==> src/rtl/brp_pkg.sv <==
package brp_pkg;
  // Which candidate address the redirect mux selects
  typedef enum logic {
    SEL_SEQ = 1'b0,
    SEL_TGT = 1'b1
  } brp_sel_e;

  localparam int unsigned INSN_BYTES = 4;
endpackage

==> src/rtl/brp_eq_cmp.sv <==
module brp_eq_cmp #(
  parameter int unsigned DATA_W = 32,
  parameter int unsigned LANE_W = 8
) (
  input  logic [DATA_W-1:0] lhs,
  input  logic [DATA_W-1:0] rhs,
  output logic              equal
);
  localparam int unsigned LANES = (DATA_W + LANE_W - 1) / LANE_W;
  localparam int unsigned PAD_W = LANES * LANE_W;

  logic [PAD_W-1:0] diff;
  logic [LANES-1:0] lane_zero;

  // Zero-extended XOR; equality means no bit differs
  always_comb begin
    diff = '0;
    diff[DATA_W-1:0] = lhs ^ rhs;
  end

  // Per-lane zero detect keeps the reduction tree shallow
  for (genvar g = 0; g < LANES; g++) begin : g_lane
    assign lane_zero[g] = ~|diff[g*LANE_W +: LANE_W];
  end

  assign equal = &lane_zero;
endmodule

==> src/rtl/brp_addr_gen.sv <==
module brp_addr_gen
  import brp_pkg::*;
#(
  parameter int unsigned DATA_W = 32,
  parameter int unsigned PC_W   = 10
) (
  input  logic [PC_W-1:0]   pc,
  input  logic [DATA_W-1:0] offset,
  input  brp_sel_e          sel,
  output logic [PC_W-3:0]   waddr
);
  localparam int unsigned WA_W = PC_W - 2;

  logic [PC_W-1:0] seq_byte;
  logic [PC_W-1:0] tgt_byte;
  logic [PC_W-1:0] pick_byte;

  // Only the low PC_W bits of the offset reach a PC_W-bit sum
  logic unused_offset_hi;
  assign unused_offset_hi = ^offset[DATA_W-1:PC_W];

  assign seq_byte = pc + PC_W'(INSN_BYTES);
  assign tgt_byte = seq_byte + offset[PC_W-1:0];

  always_comb begin
    unique case (sel)
      SEL_TGT: pick_byte = tgt_byte;
      default: pick_byte = seq_byte;
    endcase
  end

  logic unused_byte_lane;
  assign unused_byte_lane = ^pick_byte[1:0];

  assign waddr = pick_byte[PC_W-1 -: WA_W];
endmodule

==> src/rtl/brp_sat_counter.sv <==
module brp_sat_counter #(
  parameter int unsigned CNT_W = 10
) (
  input  logic             clk,
  input  logic             rst,
  input  logic             inc,
  output logic [CNT_W-1:0] count
);
  localparam logic [CNT_W-1:0] CNT_MAX = '1;

  always_ff @(posedge clk) begin
    if (rst) begin
      count <= '0;
    end else if (inc && (count != CNT_MAX)) begin
      count <= count + 1'b1;
    end
  end
endmodule

==> src/rtl/brp_resolve_unit.sv <==
module brp_resolve_unit
  import brp_pkg::*;
#(
  parameter int unsigned DATA_W = 32,
  parameter int unsigned PC_W   = 10,
  parameter int unsigned CNT_W  = 10,
  parameter int unsigned LANE_W = 8
) (
  input  logic              clk,
  input  logic              rst,
  input  logic              br_valid,
  input  logic [DATA_W-1:0] opnd_a,
  input  logic [DATA_W-1:0] opnd_b,
  input  logic [PC_W-1:0]   cur_pc,
  input  logic [DATA_W-1:0] imm_ext,
  output logic              br_taken,
  output logic              flush_ifid,
  output logic [PC_W-3:0]   next_waddr,
  output logic [CNT_W-1:0]  cnt_branches,
  output logic [CNT_W-1:0]  cnt_taken
);
  logic     ops_equal;
  brp_sel_e addr_sel;

  brp_eq_cmp #(.DATA_W(DATA_W), .LANE_W(LANE_W)) u_cmp (
    .lhs   (opnd_a),
    .rhs   (opnd_b),
    .equal (ops_equal)
  );

  // Predicted not taken: a taken branch is always a misprediction
  assign br_taken   = br_valid & ops_equal;
  assign flush_ifid = br_taken;
  assign addr_sel   = br_taken ? SEL_TGT : SEL_SEQ;

  brp_addr_gen #(.DATA_W(DATA_W), .PC_W(PC_W)) u_addr (
    .pc     (cur_pc),
    .offset (imm_ext),
    .sel    (addr_sel),
    .waddr  (next_waddr)
  );

  brp_sat_counter #(.CNT_W(CNT_W)) u_cnt_seen (
    .clk   (clk),
    .rst   (rst),
    .inc   (br_valid),
    .count (cnt_branches)
  );

  brp_sat_counter #(.CNT_W(CNT_W)) u_cnt_taken (
    .clk   (clk),
    .rst   (rst),
    .inc   (br_taken),
    .count (cnt_taken)
  );
endmodule

==> config.mk <==
export PLATFORM = sky130hd
export DESIGN_NAME = brp_resolve_unit
export DESIGN_NICKNAME = d
export VERILOG_FILES = /design/src/rtl/brp_pkg.sv /design/src/rtl/brp_eq_cmp.sv /design/src/rtl/brp_addr_gen.sv /design/src/rtl/brp_sat_counter.sv /design/src/rtl/brp_resolve_unit.sv
export SDC_FILE = /design/constraint.sdc
export NUM_CORES = 1
export LEC_CHECK = 0
export BUFFER_PORTS_ARGS = -buffer_cell sky130_fd_sc_hd__buf_4
export CAP_MARGIN = 15
export CORE_ASPECT_RATIO = 1.2
export CORE_UTILIZATION = 30
export DETAILED_ROUTE_END_ITERATION = 8
export PLACE_DENSITY = 0.59
export SYNTH_ARGS = -nofsm -noshare
export SYNTH_HDL_FRONTEND = slang
export SYNTH_SLANG_ARGS = --single-unit
==> constraint.sdc <==
create_clock -name clk -period 4 [get_ports clk]
set_input_delay 0.2 -clock clk [delete_from_list [all_inputs] [get_ports clk]]
set_output_delay 0.2 -clock clk [all_outputs]
set_load 0.02 [all_outputs]
==> results.py, run 1 <==
metrics = {
    "run_status": {
        "outcome": "finished clean",
    },
    "cts": {
        "clk_pin_slew_ps": 80,
        "cts_setup_buffers": 0,
        "cts.path.max_buffers": 2,
        "htree_levels": 1,
        "cts_tree": "yes",
        "cts_resized": 0,
        "clk-insertion-delay-late_ps": 260,
        "cts.sinks": 20,
        "cts-root-buf": "clkbuf_8",
        "numCtsBuffers": 3,
        "hold_buffers": 0,
    },
    "drt": {
        "antenna_left": 0,
        "first_pass_iters": 4,
        "drt_iter0_markers": 74,
        "finalWirelength_um": 5150,
        "detail_route.vias_per_cell": 4.83,
        "drcViolationCount": 0,
        "vias": 2103,
        "wire_per_inst_um": 11.8,
    },
    "setup_path": {
        "startpoint_type": "input port",
        "end_kind": "output pin",
        "critPathArrivalTime_ps": 2430,
        "slowest_stage": "or4_1",
        "crit_chain": "buf_4 > xor2_1 > nor4_1 > nand4_1 > or4_1 > mux2_2 > buf_4",
        "cp.required_ps": 3800,
        "cp_common_cell": "buf_4",
        "cpPeakStageDelay_ps": 910,
        "cp_max_fo": 18,
        "crit_type": "in2out",
    },
    "die": {
        "dieArea_mm2": 0.00681,
        "die_w_um": 75.5,
        "boundaryPins": 139,
        "initial_core_util": 0.317,
        "fp-row-count": 31,
        "coreArea_mm2": 0.00613,
        "die_y_um": 90.2,
    },
    "layout": {
        "area_delta_synth_final_pct": 51.1,
        "antennaDiodeCount": 0,
        "fill_cells": 626,
        "layout.nets": 475,
        "multi_input_area_mm2": 0.00149,
        "seq_area_um2": 400,
        "drive_above_1_share": 0.388,
    },
    "sta": {
        "finalHoldViolations": 0,
        "max_slew_margin": 0.498,
        "timing.fmax_ghz": 0.380,
        "holdWs_ps": 290,
        "fin_crit_sh": 0.658,
        "slew_violations": 0,
        "layout_min_cycle_time_ps": 2630,
        "setup_viol": 0,
        "skew_ps": 3.51,
        "rsz0062_at_grt": "no",
        "setup_tns_ps": 0,
        "worst_pin_slew_ps": 752,
    },
    "synth": {
        "synth_seq_area_share": 0.206,
        "synth_top_family_by_area": "simple AND/OR/NAND/NOR gates",
        "syn_inst": 238,
        "synthXorXnorAreaFrac": 0.234,
        "avgSynthCellArea_um2": 8.17,
        "synthAdderAreaFrac": 0.0772,
        "netlist_area_mm2": 0.00195,
        "ys_types": 37,
        "synth_nets": 359,
        "ys_seq_elements": 20,
        "synth_compound_area_frac": 0.0662,
        "yosys.area_share.simple": 0.302,
        "muxShareOfSynthArea": 0.0855,
        "ys.warnings.count": 0,
    },
    "power": {
        "total_power_mw": 0.580,
        "leakagePower_nw": 1.33,
        "cellPowerDensity_mw_per_mm2": 197,
        "irDropWorstVdd_mv": 0.202,
    },
    "global_routing": {
        "grt_pass1_vias": 1993,
        "grt_pass1_wl_um": 8230,
        "grt_max_degree": 30,
        "antenna_found_initial": 0,
        "grt-ovfl-total": 0,
        "grtUsageTotal": 0.149,
    },
    "hold_path": {
        "holdCritPathClass": "in2reg",
    },
    "place": {
        "dp_hpwl_um": 4290,
        "routabilityCongestion": 0.764,
        "portBuffers": 116,
    },
    "job": {
        "max_cap_viol_count": 0,
    },
}
routing by layer:
metal  vias up  wire length, µm  track usage
met2        81             2490        0.271
met3        11              399       0.0359
met1       925             2170        0.170
met4         0               94       0.0340
li1       1086                -            -
met5         -                0            0
final cells by class:
cell class / count / share of cell area
tap: 82 / 0.0349
timing repair buffer: 117 / 0.299
clock buffer: 4 / 0.0187
sequential: 20 / 0.136
multi-input combinational: 208 / 0.506
inverter: 4 / 0.00511
worst max-delay path, delay by kind of cell:
family        cells  cell delay, ps
simple gates      3            1380
mux               1             410
buf+inv           2             270
xor+xnor          1             160
worst paths after layout:
path	slack (ps)	depth (start not counted)	start	end
worst max-delay path	1370	7	opnd_b[16]	next_waddr[2]
worst min-delay path	290	2	rst	u_cnt_seen.count[1]$_SDFFE_PP0P_
worst max register to register	1770	6	u_cnt_seen.count[0]$_SDFFE_PP0P_	u_cnt_seen.count[9]$_SDFFE_PP0P_
worst min register to register	530	2	u_cnt_seen.count[9]$_SDFFE_PP0P_	u_cnt_seen.count[9]$_SDFFE_PP0P_
synth_stat cells, drive strengths merged:
master  instances  area share
a41oi           2      0.0090
buf             3       0.015
or2             1      0.0032
or4             1      0.0039
a21oi           8       0.021
o211ai          1      0.0039
xor2           36        0.16
nor3b           1      0.0039
o221ai          1      0.0045
inv             4      0.0077
o21ai           5       0.013
nor4           13       0.042
nand4           7       0.023
nand4b          1      0.0045
nand3          14       0.036
and3            5       0.016
clkbuf          3      0.0058
nand2b          3      0.0096
nand2          13       0.025
dfxtp          20        0.21
nor4b           2       0.020
mux2i           2       0.010
nor2b           8       0.026
a31o            1      0.0045
and4            1      0.0045
o21a            1      0.0039
or3             5       0.016
ha             12       0.077
nor3            9       0.023
xnor2          16       0.072
o22ai           1      0.0032
a21o            1      0.0039
nor2           24       0.046
mux2           13       0.075
cells by family (layout without fill, tap and decap cells):
kind of cell,count (synthesis),in the layout
flops,20,20
compound gates,21,21
buf+inv,10,125
xor+xnor,52,52
simple gates,108,108
mux,15,15
fa+ha+maj,12,12
cell usage in the layout (no fill, tap or decap), types with 5 or more instances in the layout:
cell,synthesis,routed
nand3_1,14,14
nor2_1,24,24
xor2_1,36,36
o21ai_0,5,5
or3_1,5,5
nor2b_1,8,8
and3_1,5,5
nand2_1,13,13
nor4_1,13,13
nor3_1,9,9
nand4_1,7,7
xnor2_1,16,16
buf_4,1,117
dfxtp_1,20,20
ha_1,12,12
mux2_2,12,12
a21oi_1,8,8
power by group:
| group | switching (mW) | internal, mW | total, mW |
|---|---|---|---|
| combinational | 0.0956 | 0.121 | 0.217 |
| sequential | 0.00307 | 0.201 | 0.204 |
| clock | 0.0716 | 0.0878 | 0.159 |
state kept, by name (all words and copies together), names as in the netlist:
signal / count
u_cnt_seen.count: 10
u_cnt_taken.count: 10
through the flow:
| stage | instance area, µm² | std cells | util | setup WS [ps] |
|---|---|---|---|---|
| 2_1_floorplan | 1950 | 238 | - | 1490 |
| 3_3_place_gp | 2890 | 431 | 0.471 | 1270 |
| 3_5_place_dp | 2890 | 431 | 0.471 | 1250 |
| 4_1_cts | 2940 | 435 | 0.480 | 1330 |
| 5_1_grt | 2940 | 435 | 0.480 | 1200 |
| 6_report | 2940 | 435 | 0.480 | 1370 |
Power figures use the tool's default switching activity.
==> inputs of run 2 (changes only) <==
- PLACE_DENSITY: 0.59 -> 0.61
- clock period: 4 -> 2.4 ns (I/O delays scaled with it)
==> run 2 against run 1 <==
  * Wire length rose by 1.6%
  * Sequential share of layout area fell by 0.40 points
  * Clock skew barely moved
  * Critical path type unchanged
  * Largest power group unchanged
  * Highest routed layer unchanged
==> results.py, run 2 (synthesis gave the netlist of run 1 again) <==
metrics = {
    "run_status": {
        "outcome": "finished clean",
    },
    "drt": {
        "antenna_left": 0,
        "wl_met2_um": 2620,
        "drt-met1-wl_um": 2130,
        "wl_met3_um": 415,
        "detail_route.vias_per_cell": 4.85,
        "wire_per_inst_um": 11.9,
        "dr.max_layer_used": "met4",
        "first_pass_iters": 4,
        "drcViolationCount": 0,
        "drt_iter0_markers": 40,
        "finalWirelength_um": 5230,
        "vias": 2135,
    },
    "place": {
        "pre_cts_slack_ps": 2.27,
        "routabilityCongestion": 0.738,
        "dp_cells": 436,
        "dp_hpwl_um": 4390,
        "portBuffers": 116,
    },
    "layout": {
        "final_common_cell": "buf_4",
        "reg_top3": "u_cnt_seen.count: 10 flops, u_cnt_taken.count: 10 flops",
        "seq_area_um2": 400,
        "antennaDiodeCount": 0,
        "final_cell_mix": "buf_4 (121), xor2_1 (36), nor2_1 (24)",
        "drive_above_1_share": 0.413,
        "layout.nets": 480,
        "final_cells": 440,
        "multi_input_area_mm2": 0.00152,
        "area_delta_synth_final_pct": 55.7,
        "fill_cells": 641,
        "final_core_util": 0.494,
    },
    "setup_path": {
        "end_kind": "output pin",
        "crit_chain": "buf_4 > xor2_1 > nor4_2 > nand4_1 > or4_4 > buf_6 > buf_4 > mux2_2 > buf_4",
        "critPathArrivalTime_ps": 2180,
        "cpPeakStageDelay_ps": 550,
        "cp_max_fo": 10,
        "slowest_stage": "or4_4",
        "cp.required_ps": 2280,
        "cp_common_cell": "buf_4",
        "startpoint_type": "input port",
        "crit_type": "in2out",
    },
    "sta": {
        "finalHoldViolations": 0,
        "skew_ps": 3.59,
        "rsz0062_at_grt": "no",
        "setup_viol": 0,
        "setup_tns_ps": 0,
        "slew_violations": 0,
        "fin_ws_ps": 103,
        "timing.fmax_ghz": 0.435,
        "worst_pin_slew_ps": 498,
        "layout_min_cycle_time_ps": 2300,
        "fin_crit_sh": 0.957,
        "max_slew_margin": 0.665,
    },
    "cts": {
        "cts-root-buf": "clkbuf_8",
        "cts.path.max_buffers": 2,
        "cts_tree": "yes",
        "numCtsBuffers": 3,
        "clk_pin_slew_ps": 80,
        "htree_levels": 1,
        "clk-insertion-delay-late_ps": 260,
        "cts.sinks": 20,
        "cts_setup_buffers": 0,
    },
    "die": {
        "initial_core_util": 0.317,
        "dieArea_mm2": 0.00681,
        "fp-row-count": 31,
        "die_y_um": 90.2,
        "die_w_um": 75.5,
        "boundaryPins": 139,
        "coreArea_mm2": 0.00613,
    },
    "power": {
        "cellPowerDensity_mw_per_mm2": 350,
        "irDropWorstVdd_mv": 0.323,
        "p_switching_mw": 0.292,
        "power_frac_seq": 0.320,
        "leakagePower_nw": 1.37,
        "clockPowerShare": 0.321,
        "p_int_mw": 0.769,
        "combPwrFrac": 0.359,
        "sw_frac_of_total": 0.276,
    },
    "global_routing": {
        "grt_pass1_wl_um": 8290,
        "antenna_found_initial": 0,
        "grtUsageTotal": 0.149,
        "grt_pass1_vias": 2047,
        "grt-ovfl-total": 0,
        "grt_max_degree": 30,
    },
    "hold_path": {
        "holdCritPathClass": "in2reg",
    },
    "job": {
        "max_cap_viol_count": 0,
    },
}
==> run 2: routing by layer <==
layer | track usage | vias up
met5 | 0 | -
met4 | 0.0216 | 0
met3 | 0.0359 | 4
met2 | 0.279 | 82
met1 | 0.167 | 959
li1 | - | 1090
==> run 2: timing repair <==
action	4_1_cts	5_1_grt
setup endpoints to repair	1	6
hold buffers	0	0
pin swaps	0	2
gates resized for setup	1	7
hold endpoints to repair	0	0
==> run 2: final cells by class <==
type	instances	area share
flip-flops and latches	20	0.132
well taps	82	0.0339
clock inverters	1	0.00991
multi-input cells	208	0.502
inverters	4	0.00496
clock buffers	3	0.0136
repair buffers	122	0.304
==> run 2: worst paths after layout <==
check                                         from                          endpoint  slack (ps)  cells after the start
setup reg to reg  u_cnt_seen.count[0]$_SDFFE_PP0P_  u_cnt_seen.count[9]$_SDFFE_PP0P_         510                      6
setup / recovery                        opnd_b[11]                     next_waddr[4]         100                      9
hold reg to reg   u_cnt_seen.count[9]$_SDFFE_PP0P_  u_cnt_seen.count[9]$_SDFFE_PP0P_         520                      2
hold / removal                                 rst  u_cnt_seen.count[2]$_SDFFE_PP0P_         210                      2
==> run 2: worst max-delay path: cells and delay by family <==
family	cells	cell delay (ps)
simple gates	3	1000
buf+inv	4	600
mux	1	280
xor+xnor	1	180
==> run 2: metrics by stage <==
| stage | hold WS, ps | total power, mW | cell area, µm² |
|---|---|---|---|
| after floorplan | 369 | 0.541 | 1950 |
| after global placement | 481 | 0.715 | 2920 |
| after detailed placement | 488 | 0.719 | 2920 |
| after CTS | 208 | 1.07 | 3000 |
| after global routing | 233 | 1.12 | 3030 |
| final | 211 | 1.06 | 3030 |
==> run 2: power groups by stage <==
| stage | combinational [mW] | sequential (mW) | clock, mW |
|---|---|---|---|
| after detailed placement | 0.372 | 0.347 | 0 |
| after global placement | 0.367 | 0.347 | 0 |
| after global routing | 0.418 | 0.340 | 0.363 |
| final | 0.381 | 0.340 | 0.341 |
| after floorplan | 0.190 | 0.351 | 0 |
| after CTS | 0.376 | 0.339 | 0.350 |
==> inputs of run 3 (changes only) <==
- ABC_AREA: not set -> 1
- PLACE_DENSITY: 0.61 -> 0.55
==> run 3 against run 2 <==
  * Clock-buffer cell count stayed put
  * Register-to-register slack improved by 70 ps
  * Via count rose by 62%
  * Critical endpoint is now next_waddr[7]
  * Combinational power rose by 27%
  * Clock skew is 1.3 ps higher
  * Non-clock buffer count is 3 lower
  * Die area rose by 42%
  * Cell count increased by 77%
  * Sequential cell count did not move
  * Design area increased by 27%
  * Worst hold slack lost 120 ps
  * Highest routed layer unchanged
==> results.py, run 3 <==
metrics = {
    "power": {
        "clockPowerShare": 0.212,
        "combPwrFrac": 0.463,
        "irDropWorstVdd_mv": 0.159,
        "sw_frac_of_total": 0.357,
        "p_int_mw": 0.672,
        "cellPowerDensity_mw_per_mm2": 273,
        "power_frac_seq": 0.325,
        "leakagePower_nw": 2.23,
        "total_power_mw": 1.05,
        "p_switching_mw": 0.374,
    },
    "cts": {
        "cts_resized": 0,
        "cts_setup_buffers": 0,
        "hold_buffers": 0,
        "htree_levels": 1,
        "cts.sinks": 20,
        "clk-insertion-delay-late_ps": 260,
        "cts_tree": "yes",
        "numCtsBuffers": 3,
        "cts-root-buf": "clkbuf_8",
        "cts.path.max_buffers": 2,
        "clk_pin_slew_ps": 80,
    },
    "global_routing": {
        "grt-busiest-layer": "met2",
        "grt_pass1_vias": 3331,
        "grtUsageTotal": 0.172,
        "met1_usage": 0.210,
        "grt-ovfl-total": 0,
        "grt_max_degree": 14,
        "antenna_found_initial": 0,
        "grt_pass1_wl_um": 14100,
        "grt_use_met2": 0.320,
        "met3_usage": 0.0282,
    },
    "sta": {
        "timing.fmax_ghz": 0.486,
        "rsz0062_at_grt": "no",
        "fin_ws_ps": 341,
        "skew_ps": 4.87,
        "max_slew_margin": 0.717,
        "slew_violations": 0,
        "setup_tns_ps": 0,
        "setup_viol": 0,
        "worst_pin_slew_ps": 424,
        "fin_crit_sh": 0.858,
        "layout_min_cycle_time_ps": 2060,
        "finalHoldViolations": 0,
    },
    "synth": {
        "synth_top_area_cell": "nand2_1",
        "postSynth.topFlopCell": "dfxtp_1",
        "netlist_top_cells_count": "nand2_1 (203), inv_1 (102), nor2_1 (80), nand3_1 (30), nand4_1 (21)",
        "synth.most_common_cell": "nand2_1",
        "ys_seq_elements": 20,
        "avgSynthCellArea_um2": 5.15,
        "async_flop_share": 0,
        "syn_inst": 542,
        "yosys-top-cells-area": "nand2_1 (27%), dfxtp_1 (14%), inv_1 (14%)",
        "netlist_area_mm2": 0.00279,
        "synth_edf_count": 0,
        "ys.warnings.count": 0,
        "ys_types": 31,
        "synth_seq_area_share": 0.143,
        "synth_nets": 663,
        "synth.top_cell.area_share": 0.273,
    },
    "layout": {
        "layout.nets": 781,
        "antennaDiodeCount": 0,
        "fill_cells": 1049,
        "final_cell_mix": "nand2_1 (203), buf_4 (119), inv_1 (102)",
        "seq_area_um2": 400,
        "area_delta_synth_final_pct": 37.4,
        "multi_input_area_mm2": 0.00196,
        "final_common_cell": "nand2_1",
        "drive_above_1_share": 0.201,
        "final_cells": 778,
        "reg_top3": "u_cnt_seen.count: 10 flops, u_cnt_taken.count: 10 flops",
    },
    "drt": {
        "antenna_left": 0,
        "drcViolationCount": 0,
        "finalWirelength_um": 8240,
        "first_pass_iters": 4,
        "wire_per_inst_um": 10.6,
        "vias": 3455,
        "drt_iter0_markers": 130,
        "detail_route.vias_per_cell": 4.44,
    },
    "setup_path": {
        "cp.required_ps": 2280,
        "startpoint_type": "input port",
        "cp_max_fo": 5,
        "end_kind": "output pin",
        "crit_type": "in2out",
        "critPathArrivalTime_ps": 1940,
    },
    "die": {
        "die_y_um": 108,
        "die_w_um": 90.1,
        "boundaryPins": 139,
        "initial_core_util": 0.309,
        "coreArea_mm2": 0.00903,
        "dieArea_mm2": 0.00970,
        "fp-row-count": 38,
    },
    "place": {
        "pre_cts_slack_ps": 310,
        "routabilityCongestion": 0.855,
        "portBuffers": 116,
        "dp_cells": 775,
        "dp_hpwl_um": 7030,
    },
    "hold_path": {
        "holdCritPathClass": "in2reg",
    },
    "job": {
        "max_cap_viol_count": 0,
    },
    "run_status": {
        "outcome": "finished clean",
    },
}
-- run 3: cell types whose count changed after synthesis, sizes merged, moves of 12 or more --
cell   before  now
nor4       13    1
xor2       36    6
nand4       7   21
inv         4  104
nand3      14   30
nor2       24   81
mux2       13    0
nand2      13  206
-- run 3: layer usage --
layer | up-vias | wire, µm
li1 | 1881 | -
met1 | 1485 | 3740
met2 | 87 | 3980
met3 | 2 | 497
met4 | 0 | 23
met5 | - | 0
-- run 3: final cells by class --
cell class,count,share of cell area
inverter,104,0.102
tap,120,0.0391
clock buffer,3,0.0108
timing repair buffer,119,0.233
sequential,20,0.104
multi-input combinational,412,0.511
-- run 3: through the flow --
stage / hold slack (ps) / instance area [µm²] / util
global route: 98.9 / 3840 / 0.425
detailed placement: 365 / 3790 / 0.420
global placement: 363 / 3790 / 0.420
finish: 91.4 / 3840 / 0.425
CTS: 88.9 / 3840 / 0.425
floorplan: 327 / 2790 / -
-- run 3: final timing paths --
path / slack (ps) / endpoint / startpoint / cells after the start
max: 340 / next_waddr[7] / cur_pc[2] / 15
min: 90 / u_cnt_taken.count[8]$_SDFFE_PP0P_ / rst / 2
max reg2reg: 580 / u_cnt_seen.count[8]$_SDFFE_PP0P_ / u_cnt_seen.count[0]$_SDFFE_PP0P_ / 9
min reg2reg: 480 / u_cnt_seen.count[4]$_SDFFE_PP0P_ / u_cnt_seen.count[4]$_SDFFE_PP0P_ / 2
-- run 3: critical path, stage by stage --
cell	delay, ps
buf_4	120
ha_1	210
nand3_1	100
xor2_1	150
inv_1	70
ha_1	330
a21oi_1	230
o21a_1	130
nand2_1	60
inv_1	50
nand2_1	40
nand2_1	50
nand3_1	60
nand2_1	70
buf_4	140
-- run 3: kinds of logic after synthesis --
| group | count (synthesis) | synth area share |
|---|---|---|
| fa+ha+maj | 12 | 0.0538 |
| buf+inv | 110 | 0.154 |
| compound gates | 29 | 0.0614 |
| flops | 20 | 0.143 |
| simple gates | 352 | 0.528 |
| xor+xnor | 19 | 0.0596 |
-- run 3: power groups by stage --
stage	logic, mW	registers [mW]	clock network [mW]
floorplan	0.276	0.350	0
global placement	0.477	0.348	0
detailed placement	0.484	0.348	0
CTS	0.486	0.340	0.234
global route	0.551	0.341	0.239
finish	0.485	0.340	0.221
